File: config.mk
export PLATFORM = sky130hd
export DESIGN_NAME = q4_cla_adder
export DESIGN_NICKNAME = d
export VERILOG_FILES = /design/src/rtl/q4_add_pkg.sv /design/src/rtl/q4_digit_ha.sv /design/src/rtl/q4_digit_gp.sv /design/src/rtl/q4_lookahead.sv /design/src/rtl/q4_digit_sum.sv /design/src/rtl/q4_cla_adder.sv
export SDC_FILE = /design/constraint.sdc
export NUM_CORES = 1
export LEC_CHECK = 0
export ABC_AREA = 1
export BUFFER_PORTS_ARGS = -buffer_cell sky130_fd_sc_hd__buf_2
export CELL_PAD_IN_SITES_DETAIL_PLACEMENT = 2
export CELL_PAD_IN_SITES_GLOBAL_PLACEMENT = 2
export CORE_MARGIN = 5
export CORE_UTILIZATION = 23
export DETAILED_ROUTE_END_ITERATION = 16
export PLACE_DENSITY_LB_ADDON = 0.1
export SYNTH_ARGS = -nofsm -noshare
export SYNTH_HDL_FRONTEND = slang
export SYNTH_HIERARCHICAL = 1
export SYNTH_SLANG_ARGS = --single-unit
File: constraint.sdc
create_clock -name vclk -period 4.1
set_input_delay 0.41 -clock vclk [all_inputs]
set_output_delay 0.41 -clock vclk [all_outputs]
set_load 0.03 [all_outputs]
File: src/rtl/q4_add_pkg.sv
package q4_add_pkg;
  localparam int unsigned DIGIT_W = 2;
  localparam int unsigned RADIX   = 1 << DIGIT_W;
  typedef logic [DIGIT_W-1:0] digit_t;
  localparam digit_t DIGIT_MAX = digit_t'(RADIX - 1);
endpackage

File: src/rtl/q4_digit_ha.sv
// Digit half-adder: two digits in, one digit and an overflow bit out.
module q4_digit_ha
  import q4_add_pkg::*;
(
  input  digit_t x_i,
  input  digit_t y_i,
  output digit_t s_o,
  output logic   ovf_o
);
  logic [DIGIT_W:0] wide;

  assign wide  = {1'b0, x_i} + {1'b0, y_i};
  assign s_o   = wide[DIGIT_W-1:0];
  assign ovf_o = wide[DIGIT_W];
endmodule

File: src/rtl/q4_digit_gp.sv
// First stage of a digit position: partial sum plus generate and propagate.
module q4_digit_gp
  import q4_add_pkg::*;
(
  input  digit_t a_i,
  input  digit_t b_i,
  output digit_t psum_o,
  output logic   gen_o,
  output logic   prop_o
);
  q4_digit_ha u_ha (
    .x_i   (a_i),
    .y_i   (b_i),
    .s_o   (psum_o),
    .ovf_o (gen_o)
  );

  // An exact hit on the top digit value passes an incoming carry on.
  assign prop_o = ~gen_o & (psum_o == DIGIT_MAX);
endmodule

File: src/rtl/q4_lookahead.sv
// Parallel carry network: every carry is built from flags and carry-in only.
module q4_lookahead #(
  parameter int unsigned DIGITS = 4
) (
  input  logic [DIGITS-1:0] gen_i,
  input  logic [DIGITS-1:0] prop_i,
  input  logic              cin_i,
  output logic [DIGITS:0]   carry_o
);
  always_comb begin
    logic acc;
    logic run;
    carry_o    = '0;
    carry_o[0] = cin_i;
    for (int i = 0; i < DIGITS; i++) begin
      acc = gen_i[i];
      // carry-in surviving all positions 0..i
      run = cin_i;
      for (int j = 0; j <= i; j++) run = run & prop_i[j];
      acc = acc | run;
      // generate at k surviving positions k+1..i
      for (int k = 0; k < i; k++) begin
        run = gen_i[k];
        for (int j = k + 1; j <= i; j++) run = run & prop_i[j];
        acc = acc | run;
      end
      carry_o[i+1] = acc;
    end
  end
endmodule

File: src/rtl/q4_digit_sum.sv
// Second stage of a digit position: binary carry widened to a digit and added.
module q4_digit_sum
  import q4_add_pkg::*;
(
  input  digit_t psum_i,
  input  logic   cy_i,
  output digit_t s_o
);
  digit_t cy_digit;

  assign cy_digit = {{(DIGIT_W-1){1'b0}}, cy_i};
  // Overflow here is already accounted for by the propagate path.
  assign s_o      = psum_i + cy_digit;
endmodule

File: src/rtl/q4_cla_adder.sv
module q4_cla_adder
  import q4_add_pkg::*;
#(
  parameter int unsigned DIGITS = 4,
  localparam int unsigned WORD_W = DIGITS * DIGIT_W
) (
  input  logic [WORD_W-1:0] a_i,
  input  logic [WORD_W-1:0] b_i,
  input  logic              cin_i,
  output logic [WORD_W-1:0] sum_o,
  output digit_t            cout_o
);
  digit_t [DIGITS-1:0] psum_w;
  logic   [DIGITS-1:0] gen_w;
  logic   [DIGITS-1:0] prop_w;
  logic   [DIGITS:0]   carry_w;

  for (genvar d = 0; d < DIGITS; d++) begin : g_front
    q4_digit_gp u_gp (
      .a_i    (a_i[d*DIGIT_W +: DIGIT_W]),
      .b_i    (b_i[d*DIGIT_W +: DIGIT_W]),
      .psum_o (psum_w[d]),
      .gen_o  (gen_w[d]),
      .prop_o (prop_w[d])
    );
  end

  q4_lookahead #(.DIGITS(DIGITS)) u_cla (
    .gen_i   (gen_w),
    .prop_i  (prop_w),
    .cin_i   (cin_i),
    .carry_o (carry_w)
  );

  for (genvar d = 0; d < DIGITS; d++) begin : g_back
    q4_digit_sum u_sum (
      .psum_i (psum_w[d]),
      .cy_i   (carry_w[d]),
      .s_o    (sum_o[d*DIGIT_W +: DIGIT_W])
    );
  end

  assign cout_o = {{(DIGIT_W-1){1'b0}}, carry_w[DIGITS]};
endmodule

## Yosys cells after proc, flatten, opt, wreduce, memory -nomap -nowiden

Index checks and enable logic that the tools add are counted.

| word-level totals | value |
|---|---|
| input port bits | 17 |
| output and inout bits | 10 |
| logic and storage cells | 40 |
| register bits after elaboration | 0 |

| cells by class | value |
|---|---|
| add/sub/neg operators | 8 |
| equal/unequal tests | 4 |
| bitwise logic cells | 28 |

Operator list:

| cell | count |
|---|---|
| bitwise AND 1 bit | 14 |
| adder 2 x 2 -> 3 bit | 4 |
| bitwise OR 1 bit | 10 |
| adder 2 x 1 -> 2 bit | 4 |
| equality test 2 bit (second input constant) | 4 |
| NOT 1 bit | 4 |

## Depth between registers and ports, before layout

| logic depth | value |
|---|---|
| depth after elaboration | 11 |
| gate-level depth with buffers | 14 |
| mapped depth without buffers | 14 |

## Hierarchy

The synthesis kept the hierarchy.

Modules (own cells, without submodules):

| module | instances | area each (sq um) | cells each | sequential area each (sq um) |
|---|---|---|---|---|
| q4_digit_ha | 4 | 51.3 | 7 | 0.0 |
| q4_digit_sum | 4 | 31.3 | 6 | 0.0 |
| q4_lookahead | 1 | 72.6 | 14 | 0.0 |
| q4_digit_gp | 4 | 10.0 | 2 | 0.0 |
| q4_cla_adder | 1 | 11.3 | 2 | 0.0 |

## Worst setup path before layout

No wires, ideal clock.

| path | value |
|---|---|
| path kind | input-to-output |
| from | in a_i[4] |
| to | out sum_o[7] |
| buffers on the path | 0 |
| required time | 3,690 ps |
| cell stages on the path | 13 |
| arrival | 1,986 ps |
| setup slack | 1,704 ps |
| path through | ha_1 -> inv_1 -> fa_1 -> inv_1 -> nand2_1 -> nor2_2 -> or2_0 -> nand2_1 -> nand2_2 -> ha_1 -> inv_1 -> nand2_1 -> nand2_1 |

RTL lines:

| element | RTL line | text |
|---|---|---|
| start, declared | q4_cla_adder.sv:7 | `input logic [WORD_W-1:0] a_i,` |
| end, declared | q4_cla_adder.sv:10 | `output logic [WORD_W-1:0] sum_o,` |

==> metrics.cfg <==
[status]
status=completed

[yosys]
synth-seq-area-share=0
synth_area_leaders=inv_1 24%, ha_1 22%, fa_1 18%, nand2_1 17%, nor2_2 5.5%
ys_top_cells_by_count=29 x inv_1, 21 x nand2_1, 8 x ha_1
syn-num-nets=105
syn_area_um2=454.2
ys_warn_count=6
synth_largest_area_cell=inv_1
synth_cells=76
synth_top_area_frac=0.2397
netlist-cell-type-count=14
synth.most_common_cell=inv_1
avgSynthCellArea_um2=5.976

[drt]
viasPerCell=3.969
drt_first_pass_iters=2
wl_um=1160
met2_wirelength_um=673
remaining_drc_errors=0
first_iter_violations=2
routed.top_layer=met3
wl_met3_um=68
vias=504
avgRoutedWirePerCell_um=9.134
ant_nets=0
wl_met1_um=419

[die]
core_mm2=0.001922
rows=16
boundaryPins=27
die_w_um=54.44
start_util=0.2363
fp.dieH_um=54.44
fp.dieArea_mm2=0.002963

[critical_path]
arrival_ns=2.21
critPathCaptureType=output pin
criticalPathCategory=in -> out
required_ns=3.69
crit_path_start_kind=input port
crit_fanout=3

[final_layout]
syn_to_final_growth_pct=32.78
drive_above_1_share=0.3100
seq_cells=0
final_nets=131
regArea_um2=0
antennaDiodeCount=0
nFillCells=265
stdcell_area_um2=603.1
clockBufferCount=0

[global_route]
grt_max_degree=5
grt.overflow.total=0
grt_pass1_wl_um=2056
grt_usage=0.08850
grt_pass1_vias=588
antenna_found_initial=0

[sta]
finalSetupViolCount=0
period_share=0.6391
drv_slew=0
fmax_mhz=381.6
fin_setup_tns_ns=0
post-route-min-period_ns=2.620
rsz0062_at_grt=false
final_hold_viol_count=0

[cts]
post_cts_resized=0
cts_hold_buf=0
cts_setup_buffers=0

[job]
drv_cap=0

[place]
port_buffers=26
placed_cell_area_um2=603.1
gp_congestion=0.6466
place_hpwl_um=1189

[power]
max-vdd-ir-drop_mv=0.06384
p_leak_nw=0.4165
power_density_mw_per_mm2=194.7

[worst_hold_path]
hp-class=in -> out
hold_path_depth=3

worst max-delay path, cell delays in order:
cell,delay [ns]
buf_2,0.08
ha_1,0.14
inv_1,0.05
fa_1,0.47
inv_1,0.06
nand2_1,0.07
nor2_2,0.04
or2_0,0.23
nand2_1,0.09
nand2_2,0.05
ha_1,0.19
inv_1,0.05
nand2_1,0.04
nand2_1,0.05
buf_2,0.18
logic make-up (layout without fill, tap and decap cells):
group,Yosys count,after routing,synth area share
fa+ha+maj,12,12,0.3967
other cells,1,1,0.008257
compound gates,1,1,0.01654
simple gates,31,31,0.3058
buf+inv,31,55,0.2727
path summary, 6_finish.rpt:
kind / slack [ns] / start / end
max: 1.48 / a_i[4] / sum_o[7]
min: 1.23 / cin_i / sum_o[0]
metal layers:
layer  global-route usage  vias up
met2               0.2032       13
li1                     -      256
met1              0.08929      235
met3                    0        0
met5                    0        -
met4                    0        0
power by group:
part	internal, mW	switching, mW	total, mW
sequential	0	0	0
combinational	0.0381	0.0793	0.117
clock	0	0	0
cells in the final DEF, fill, tap and decap left out, drive strengths merged:
| cell type | count |
|---|---|
| nand2 | 22 |
| inv | 29 |
| nand3 | 1 |
| nand4 | 1 |
| buf | 26 |
| conb | 1 |
| nand3b | 1 |
| a21o | 1 |
| ha | 8 |
| or2 | 1 |
| fa | 4 |
| nor2 | 5 |
stage by stage:
step	power (mW)	setup slack (ns)	util	hold WS, ns	std cells
2_1_floorplan	0.08962	1.704	-	1.164	76
3_3_place_gp	0.1161	1.525	0.3138	1.238	127
3_5_place_dp	0.1211	1.445	0.3138	1.244	127
4_1_cts	0.1214	1.445	0.3138	1.243	127
5_1_grt	0.1338	1.304	0.3138	1.267	127
6_report	0.1174	1.480	0.3138	1.233	127
area by class of cell:
| class | instances | area [um2] | area share |
|---|---|---|---|
| Multi-Input combinational cell | 45 | 330.3 | 0.5477 |
| Timing Repair Buffer | 26 | 130.1 | 0.2158 |
| Tap cell | 27 | 33.78 | 0.05602 |
| Inverter | 29 | 108.9 | 0.1805 |
(Power assumes the default switching activity.)
